### src/rtl/mdrop_pkg.sv
// Shared constants and types for the 9-bit multi-drop UART.
// Assumes 16x oversampling and a sample window in the middle of each bit.
package mdrop_pkg;
    localparam int DATA_W   = 9;               // data bits per frame
    localparam int OSR      = 16;              // ticks per bit
    localparam int POS_W    = $clog2(OSR);
    localparam int SMP0     = OSR / 2 - 1;     // first of the three votes
    localparam int TX_BITS  = DATA_W + 2;      // start + data + stop

    typedef struct packed {
        logic              ferr;
        logic [DATA_W-1:0] data;
    } rx_entry_t;

    localparam int ENTRY_W = $bits(rx_entry_t);
endpackage

### src/rtl/mdrop_baud_gen.sv
// Oversampling tick generator. Emits a one-clock tick every (div+1)
// clocks in high-speed mode, or every 4*(div+1) clocks otherwise.
// Assumes div is held stable while traffic is running.
module mdrop_baud_gen #(
    parameter int DIV_W = 16
) (
    input  logic             clk,
    input  logic             rst_n,
    input  logic [DIV_W-1:0] div,
    input  logic             high_speed,
    output logic             tick
);
    localparam int CNT_W = DIV_W + 2;

    logic [CNT_W-1:0] cnt;
    logic [CNT_W-1:0] limit;

    // Reload value for the selected speed range.
    always_comb begin
        limit = high_speed ? {2'b00, div} : {div, 2'b11};
    end

    assign tick = (cnt == '0);

    // Down-counter that reloads on each tick.
    always_ff @(posedge clk) begin
        if (!rst_n)
            cnt <= '0;
        else if (tick)
            cnt <= limit;
        else
            cnt <= cnt - 1'b1;
    end
endmodule

### src/rtl/mdrop_rx_frame.sv
// Receive deserializer. Synchronises the line, validates the start bit
// by a three-sample majority vote, shifts in nine bits LSB first and
// checks the stop bit. Emits a one-clock frame pulse with data and a
// framing-error bit. Returns to idle at the stop-bit vote so that a
// following start edge is not missed.
module mdrop_rx_frame
    import mdrop_pkg::*;
(
    input  logic              clk,
    input  logic              rst_n,
    input  logic              tick,
    input  logic              rxd,
    output logic              frm_valid,
    output logic [DATA_W-1:0] frm_data,
    output logic              frm_ferr
);
    typedef enum logic [1:0] {RX_IDLE, RX_START, RX_DATA, RX_STOP} rx_state_t;

    localparam int BIT_W = $clog2(DATA_W + 1);
    localparam logic [POS_W-1:0] P_A   = POS_W'(SMP0);
    localparam logic [POS_W-1:0] P_B   = POS_W'(SMP0 + 1);
    localparam logic [POS_W-1:0] P_C   = POS_W'(SMP0 + 2);
    localparam logic [POS_W-1:0] P_END = POS_W'(OSR - 1);
    localparam logic [BIT_W-1:0] LAST  = BIT_W'(DATA_W - 1);

    rx_state_t         state;
    logic [1:0]        sync_q;
    logic              line;
    logic [POS_W-1:0]  pos;
    logic [BIT_W-1:0]  bitn;
    logic [2:0]        votes;
    logic [DATA_W-1:0] shreg;
    logic              vote_bit;
    logic              stop_bit;

    assign line = sync_q[1];

    // Two-stage synchroniser for the asynchronous line.
    always_ff @(posedge clk) begin
        if (!rst_n)
            sync_q <= 2'b11;
        else
            sync_q <= {sync_q[0], rxd};
    end

    // Majority of the three stored votes, and of the stop-bit votes
    // including the sample taken in the current cycle.
    always_comb begin
        vote_bit = (votes[0] & votes[1]) | (votes[0] & votes[2]) | (votes[1] & votes[2]);
        stop_bit = (votes[0] & votes[1]) | (votes[0] & line) | (votes[1] & line);
    end

    // Bit-timing state machine and shift register.
    always_ff @(posedge clk) begin
        if (!rst_n) begin
            state     <= RX_IDLE;
            pos       <= '0;
            bitn      <= '0;
            votes     <= 3'b111;
            shreg     <= '0;
            frm_valid <= 1'b0;
            frm_data  <= '0;
            frm_ferr  <= 1'b0;
        end else begin
            frm_valid <= 1'b0;
            if (tick) begin
                if (state == RX_IDLE) begin
                    if (!line) begin
                        state <= RX_START;
                        pos   <= POS_W'(1);
                    end
                end else begin
                    pos <= pos + 1'b1;
                    if (pos == P_A) votes[0] <= line;
                    if (pos == P_B) votes[1] <= line;
                    if (pos == P_C) votes[2] <= line;
                    case (state)
                        RX_START: begin
                            if (pos == P_END) begin
                                bitn  <= '0;
                                state <= vote_bit ? RX_IDLE : RX_DATA;
                            end
                        end
                        RX_DATA: begin
                            if (pos == P_END) begin
                                shreg <= {vote_bit, shreg[DATA_W-1:1]};
                                if (bitn == LAST)
                                    state <= RX_STOP;
                                else
                                    bitn <= bitn + 1'b1;
                            end
                        end
                        RX_STOP: begin
                            if (pos == P_C) begin
                                frm_valid <= 1'b1;
                                frm_data  <= shreg;
                                frm_ferr  <= ~stop_bit;
                                state     <= RX_IDLE;
                            end
                        end
                        default: state <= RX_IDLE;
                    endcase
                end
            end
        end
    end
endmodule

### src/rtl/mdrop_rx_fifo.sv
// Small receive queue. A write is accepted when the queue has room or
// a read happens in the same cycle; a read on an empty queue is
// ignored. Assumes DEPTH is small (register storage).
module mdrop_rx_fifo #(
    parameter int WIDTH = 10,
    parameter int DEPTH = 2
) (
    input  logic             clk,
    input  logic             rst_n,
    input  logic             wr,
    input  logic [WIDTH-1:0] wdata,
    input  logic             rd,
    output logic [WIDTH-1:0] head,
    output logic             not_empty,
    output logic             full,
    output logic [$clog2(DEPTH+1)-1:0] level
);
    localparam int PTR_W = (DEPTH > 1) ? $clog2(DEPTH) : 1;
    localparam int LVL_W = $clog2(DEPTH + 1);
    localparam logic [PTR_W-1:0] PTR_MAX = PTR_W'(DEPTH - 1);
    localparam logic [LVL_W-1:0] LVL_MAX = LVL_W'(DEPTH);

    logic [WIDTH-1:0] mem [DEPTH];
    logic [PTR_W-1:0] wp, rp;
    logic             wr_ok, rd_ok;

    assign not_empty = (level != '0);
    assign full      = (level == LVL_MAX);
    assign rd_ok     = rd && not_empty;
    assign wr_ok     = wr && (!full || rd);
    assign head      = mem[rp];

    // Storage write.
    always_ff @(posedge clk) begin
        if (!rst_n) begin
            for (int i = 0; i < DEPTH; i++) mem[i] <= '0;
        end else if (wr_ok) begin
            mem[wp] <= wdata;
        end
    end

    // Pointer and occupancy update.
    always_ff @(posedge clk) begin
        if (!rst_n) begin
            wp    <= '0;
            rp    <= '0;
            level <= '0;
        end else begin
            if (wr_ok) wp <= (wp == PTR_MAX) ? '0 : wp + 1'b1;
            if (rd_ok) rp <= (rp == PTR_MAX) ? '0 : rp + 1'b1;
            case ({wr_ok, rd_ok})
                2'b10:   level <= level + 1'b1;
                2'b01:   level <= level - 1'b1;
                default: level <= level;
            endcase
        end
    end
endmodule

### src/rtl/mdrop_tx.sv
// Double-buffered transmitter: a holding register feeds a shift
// register that sends start, nine data bits LSB first and stop, each
// OSR ticks long. A write while the holding register is full is ignored.
module mdrop_tx
    import mdrop_pkg::*;
(
    input  logic              clk,
    input  logic              rst_n,
    input  logic              tick,
    input  logic [DATA_W-1:0] wdata,
    input  logic              wr,
    output logic              ready,
    output logic              txd,
    output logic              busy
);
    localparam int NB_W = $clog2(TX_BITS);
    localparam logic [POS_W-1:0] P_END = POS_W'(OSR - 1);
    localparam logic [NB_W-1:0]  NB_LAST = NB_W'(TX_BITS - 1);

    logic              hold_v;
    logic [DATA_W-1:0] hold_d;
    logic [TX_BITS-1:0] shreg;
    logic [POS_W-1:0]  pos;
    logic [NB_W-1:0]   nbits;

    assign ready = ~hold_v;
    assign txd   = busy ? shreg[0] : 1'b1;

    // Holding stage, shifter load and bit timing.
    always_ff @(posedge clk) begin
        if (!rst_n) begin
            hold_v <= 1'b0;
            hold_d <= '0;
            shreg  <= '1;
            pos    <= '0;
            nbits  <= '0;
            busy   <= 1'b0;
        end else begin
            if (wr && !hold_v) begin
                hold_v <= 1'b1;
                hold_d <= wdata;
            end
            if (tick) begin
                if (!busy) begin
                    if (hold_v) begin
                        shreg  <= {1'b1, hold_d, 1'b0};
                        busy   <= 1'b1;
                        pos    <= '0;
                        nbits  <= '0;
                        hold_v <= 1'b0;
                    end
                end else begin
                    pos <= pos + 1'b1;
                    if (pos == P_END) begin
                        shreg <= {1'b1, shreg[TX_BITS-1:1]};
                        if (nbits == NB_LAST)
                            busy <= 1'b0;
                        else
                            nbits <= nbits + 1'b1;
                    end
                end
            end
        end
    end
endmodule

### src/rtl/mdrop_uart_top.sv
// 9-bit multi-drop UART. Receiver with optional address filtering on
// the ninth bit, a receive queue with sticky overrun, and (when TX_EN)
// a double-buffered transmitter sharing the tick generator.
module mdrop_uart_top
    import mdrop_pkg::*;
#(
    parameter int DIV_W    = 16,
    parameter int Q_DEPTH  = 2,
    parameter bit TX_EN    = 1'b1
) (
    input  logic              clk,
    input  logic              rst_n,
    input  logic [DIV_W-1:0]  baud_div,
    input  logic              high_speed,
    input  logic              addr_filt,
    input  logic              rxd,
    input  logic              rx_pop,
    input  logic              ovr_clr,
    output logic              rx_valid,
    output logic [DATA_W-1:0] rx_data,
    output logic              rx_ferr,
    output logic              rx_overrun,
    input  logic [DATA_W-1:0] tx_data,
    input  logic              tx_wr,
    output logic              tx_ready,
    output logic              txd
);
    localparam int LVL_W = $clog2(Q_DEPTH + 1);

    logic              tick;
    logic              frm_valid;
    logic [DATA_W-1:0] frm_data;
    logic              frm_ferr;
    logic              keep;
    logic              q_full;
    logic [LVL_W-1:0]  q_level;
    logic              tx_busy;
    rx_entry_t         q_in, q_head;

    mdrop_baud_gen #(.DIV_W(DIV_W)) baud_i (
        .clk(clk), .rst_n(rst_n), .div(baud_div),
        .high_speed(high_speed), .tick(tick)
    );

    mdrop_rx_frame rx_i (
        .clk(clk), .rst_n(rst_n), .tick(tick), .rxd(rxd),
        .frm_valid(frm_valid), .frm_data(frm_data), .frm_ferr(frm_ferr)
    );

    // Address filter: with the filter on, only ninth-bit-set frames pass.
    always_comb begin
        keep      = frm_valid && (!addr_filt || frm_data[DATA_W-1]);
        q_in.data = frm_data;
        q_in.ferr = frm_ferr;
    end

    mdrop_rx_fifo #(.WIDTH(ENTRY_W), .DEPTH(Q_DEPTH)) q_i (
        .clk(clk), .rst_n(rst_n), .wr(keep), .wdata(q_in), .rd(rx_pop),
        .head(q_head), .not_empty(rx_valid), .full(q_full), .level(q_level)
    );

    assign rx_data = q_head.data;
    assign rx_ferr = q_head.ferr;

    // Sticky overrun: set when a kept frame finds no room.
    always_ff @(posedge clk) begin
        if (!rst_n)
            rx_overrun <= 1'b0;
        else if (ovr_clr)
            rx_overrun <= 1'b0;
        else if (keep && q_full && !rx_pop)
            rx_overrun <= 1'b1;
    end

    generate
        if (TX_EN) begin : g_tx
            mdrop_tx tx_i (
                .clk(clk), .rst_n(rst_n), .tick(tick), .wdata(tx_data),
                .wr(tx_wr), .ready(tx_ready), .txd(txd), .busy(tx_busy)
            );
        end else begin : g_no_tx
            logic unused_tx;
            assign unused_tx = ^{tx_data, tx_wr};
            assign tx_ready  = 1'b0;
            assign txd       = 1'b1;
            assign tx_busy   = 1'b0;
        end
    endgenerate
endmodule

### config.mk
export PLATFORM = sky130hd
export DESIGN_NAME = mdrop_uart_top
export DESIGN_NICKNAME = d
export VERILOG_FILES = /design/src/rtl/mdrop_pkg.sv /design/src/rtl/mdrop_baud_gen.sv /design/src/rtl/mdrop_rx_frame.sv /design/src/rtl/mdrop_rx_fifo.sv /design/src/rtl/mdrop_tx.sv /design/src/rtl/mdrop_uart_top.sv
export SDC_FILE = /design/constraint.sdc
export NUM_CORES = 1
export LEC_CHECK = 0
export BUFFER_PORTS_ARGS = -buffer_cell sky130_fd_sc_hd__buf_2
export CAP_MARGIN = 0
export CORE_UTILIZATION = 39
export DETAILED_ROUTE_END_ITERATION = 10
export REMOVE_ABC_BUFFERS = 1
export SLEW_MARGIN = 5
export SYNTH_ARGS = -nofsm -noshare
export SYNTH_HDL_FRONTEND = slang
export SYNTH_HIERARCHICAL = 1
export SYNTH_SLANG_ARGS = --single-unit
export TNS_END_PERCENT = 100
### constraint.sdc
create_clock -name clk -period 2.4 [get_ports clk]
set_input_delay 0.48 -clock clk [delete_from_list [all_inputs] [get_ports clk]]
set_output_delay 0.48 -clock clk [all_outputs]
set_load 0.02 [all_outputs]
==> results.py <==
metrics = {
    "detailed_routing": {
        "drc": 0,
        "wirelength_mm": 10.2,
        "viasPerCell": 5.19,
        "ant_nets": 0,
        "vias": 3982,
        "wl_per_cell_um": 13.2,
        "first_iter_violations": 190,
        "drt_first_pass_iters": 5,
    },
    "global_route": {
        "grt_pass1_vias": 3861,
        "grt_usage_pct": 15.0,
        "grt_util_met3_pct": 2.92,
        "antenna_found_initial": 0,
        "grt_use_met2_pct": 25.5,
        "grt_use_met1_pct": 18.5,
        "grt_pass1_wl_mm": 17.5,
        "grt_max_degree": 63,
        "grt_overflow": 0,
        "grt-busiest-layer": "met2",
    },
    "place": {
        "hpwl_mm": 7.34,
        "gp_congestion": 0.874,
        "placed_cells": 751,
        "portBuffers": 46,
        "place_area_um2": 5770,
    },
    "logic_synthesis": {
        "ys_warn_count": 6,
        "synth_flop_cell": "dfxtp_1",
        "yosys.area_share.simple_pct": 23.2,
        "synth_top_cell_by_area": "dfxtp_1",
        "synth-adder-area-share_pct": 3.45,
        "yosysSeqAreaShare_pct": 43.9,
        "synth_top_area_share_pct": 32.8,
        "synth.area.top_cells": "dfxtp_1 33%, edfxtp_1 11%, mux2i_1 7.3%",
        "ys_async_sr_fraction_pct": 0,
        "ys_ff_latch": 108,
        "synthCells": 545,
        "yosys.cell_types.count": 71,
        "synth-xor-area-share_pct": 2.44,
        "netlist_area_um2": 5380,
        "synth_enable_flop_cells": 20,
        "syn_avg_cell_area_um2": 9.86,
        "synth_top_family_by_area": "simple AND/OR/NAND/NOR gates",
        "synthMuxAreaShare_pct": 11.5,
        "synth-compound-area-share_pct": 11.5,
    },
    "die": {
        "core_um2": 13300,
        "start_util_pct": 40.3,
        "rows": 42,
        "dieWidth_um": 119,
        "die_h_um": 119,
        "num_io_pins": 47,
        "die-area_um2": 14300,
    },
    "clock_tree": {
        "cts_buffer_depth": 2,
        "cts_tree": "done",
        "ctsHtreeMaxLevel": 3,
        "clk_pin_slew_ps": 70,
        "worstSkewPairLatency_ps": 340,
        "cts_sinks": 108,
        "numCtsBuffers": 9,
        "cts-root-buf": "clkbuf_16",
        "postCtsSetupRepairBufs": 0,
    },
    "worst_setup_path": {
        "worstPathCellList": "or4_4 > nor3_4 > nand2_2 > inv_1 > buf_6 > a21bo_2 > a2bb2oi_1 > nor2_1",
        "critPathTopFamily": "simple AND/OR/NAND/NOR gates",
        "crit_fanout": 26,
        "cp_num_buf_inv": 2,
        "crit_required_ps": 2610,
        "critPathLaunchType": "flop",
        "max_stage_delay_ps": 530,
        "cp_data_arrival_time_ps": 2410,
        "worstSetupPathType": "reg2reg",
        "endpoint_kind": "flop",
        "crit_slowest_cell": "or4_4",
    },
    "cells_and_area": {
        "nNetsFinal": 633,
        "final_area_um2": 6090,
        "syn2layout_area_growth_pct": 13.3,
        "fillerInstances": 1277,
        "diodes": 0,
        "drive_gt1_share_pct": 19.3,
        "fin_cells": 767,
    },
    "pwr": {
        "power.total_uw": 4870,
        "power_density_nw_per_um2": 800,
        "max-vdd-ir-drop_uv": 362,
        "total_leakage_power_uw": 0.00241,
    },
    "sta": {
        "post-route-period-util_pct": 91.7,
        "maxSlewViolCount": 0,
        "grt_setup_unrepaired": "no",
        "period_needed_ps": 2200,
        "setup_viol": 0,
        "finalHoldViolations": 0,
        "max_freq_mhz": 454,
        "skew_ps": 7.00,
        "slew_headroom_pct": 59.8,
        "worstMarginPinSlew_ps": 598,
    },
    "hold_path": {
        "min_path_type": "in2reg",
    },
    "outcome": {
        "status": "finished clean",
    },
    "flow_run": {
        "max-cap-violations": 0,
    },
}
[layout by cell type, fill, tap and decap left out, types with 10 or more instances in the layout]
master,instances
a21boi_0,17
and2_1,24
nand2_1,55
a21oi_1,20
nor2_1,23
buf_4,11
mux2_2,20
buf_2,46
nand3_1,27
dfxtp_1,88
edfxtp_1,20
inv_1,15
nand2b_1,18
mux2i_1,39
ha_1,14
o21ai_0,10
[worst paths after layout]
| check | start | end | slack (ps) | cells past startpoint |
|---|---|---|---|---|
| worst max-delay path | baud_i/cnt[12] | rx_i/pos[3] | 200 | 8 |
| worst min-delay path | rxd | rx_i/sync_q[0] | 370 | 2 |
| worst max register to register | baud_i/cnt[12] | rx_i/pos[3] | 200 | 8 |
| worst min register to register | rx_i/sync_q[0] | rx_i/sync_q[1] | 420 | 1 |
[power by group]
group / internal (uW) / switching [uW]
clock network: 815 / 665
logic: 558 / 674
registers: 2000 / 158
total: 3380 / 1500
[cells by family after synthesis]
group	after synthesis
flip-flops	108
multiplexers	59
XOR/XNOR	15
AO/OA/AOI/OAI	87
AND/OR/NAND/NOR	217
buffers and inverters	44
adder cells (fa/ha/maj)	15
[final cells by class]
| class | count | area, um^2 | area share, % |
|---|---|---|---|
| well taps | 176 | 220 | 3.62 |
| inverters | 15 | 56.3 | 0.925 |
| repair buffers | 59 | 344 | 5.65 |
| clock inverters | 7 | 73.8 | 1.21 |
| flip-flops and latches | 108 | 2360 | 38.8 |
| clock buffers | 9 | 225 | 3.70 |
| multi-input cells | 393 | 2810 | 46.1 |
[stage by stage]
step	hold WS [ps]	utilization, %	setup slack, ps	TNS [ps]
floorplan	386	-	-495	-9640
global placement	391	43.3	126	0
detailed placement	401	43.3	89.5	0
CTS	339	45.5	74.9	0
global route	366	45.6	23.2	0
finish	366	45.6	199	0
[registers in the layout, indices dropped and copies added, names as in the netlist, 2 cells and up, named ones only]
signal	cells
q_i/mem	20
baud_i/cnt	18
g_tx.tx_i/shreg	10
g_tx.tx_i/hold_d	9
rx_i/frm_data	9
rx_i/shreg	9
g_tx.tx_i/nbits	4
g_tx.tx_i/pos	4
rx_i/bitn	4
rx_i/pos	4
rx_i/votes	3
q_i/level	2
rx_i/state	2
rx_i/sync_q	2
[worst reg2reg max path, stage by stage (launching register included)]
cell       delay (ps)
dfxtp_1           370
or4_4             530
nor3_4            150
nand2_2           120
inv_1             140
buf_6             240
a21bo_2           280
a2bb2oi_1         170
nor2_1             60
[metal layers]
layer / vias up / wire length, um
met5: - / 0
met4: 0 / 155
met3: 15 / 359
met2: 78 / 4930
met1: 1871 / 4710
li1: 2018 / -
[timing repair]
item / 4_1_cts / 5_1_grt
hold buffers: 0 / 0
endpoints found under the setup margin: 0 / 11
endpoints found under the hold margin: 0 / 0
resized for setup: 0 / 3
[synthesized netlist by cell type (4+ instances only)]
cell type and n:
nand2_1 55, a21oi_1 20, edfxtp_1 20, buf_2 7, xor2_1 9, and3_1 4, or3_1 4, o22ai_1 4
a21boi_0 17, ha_1 14, clkbuf_1 14, o21ai_0 10, o311a_1 5, mux2_2 20, buf_6 4, nor2b_1 9
nand4_1 4, and2_1 24, nand3b_1 8, inv_1 15, nand2b_1 18, xnor2_1 6, nor2_1 23, mux2i_1 39
a211oi_1 6, nand3_1 27, a31oi_1 4, nor3_1 8, buf_4 4, dfxtp_1 88
Power figures use the tool's default switching activity.
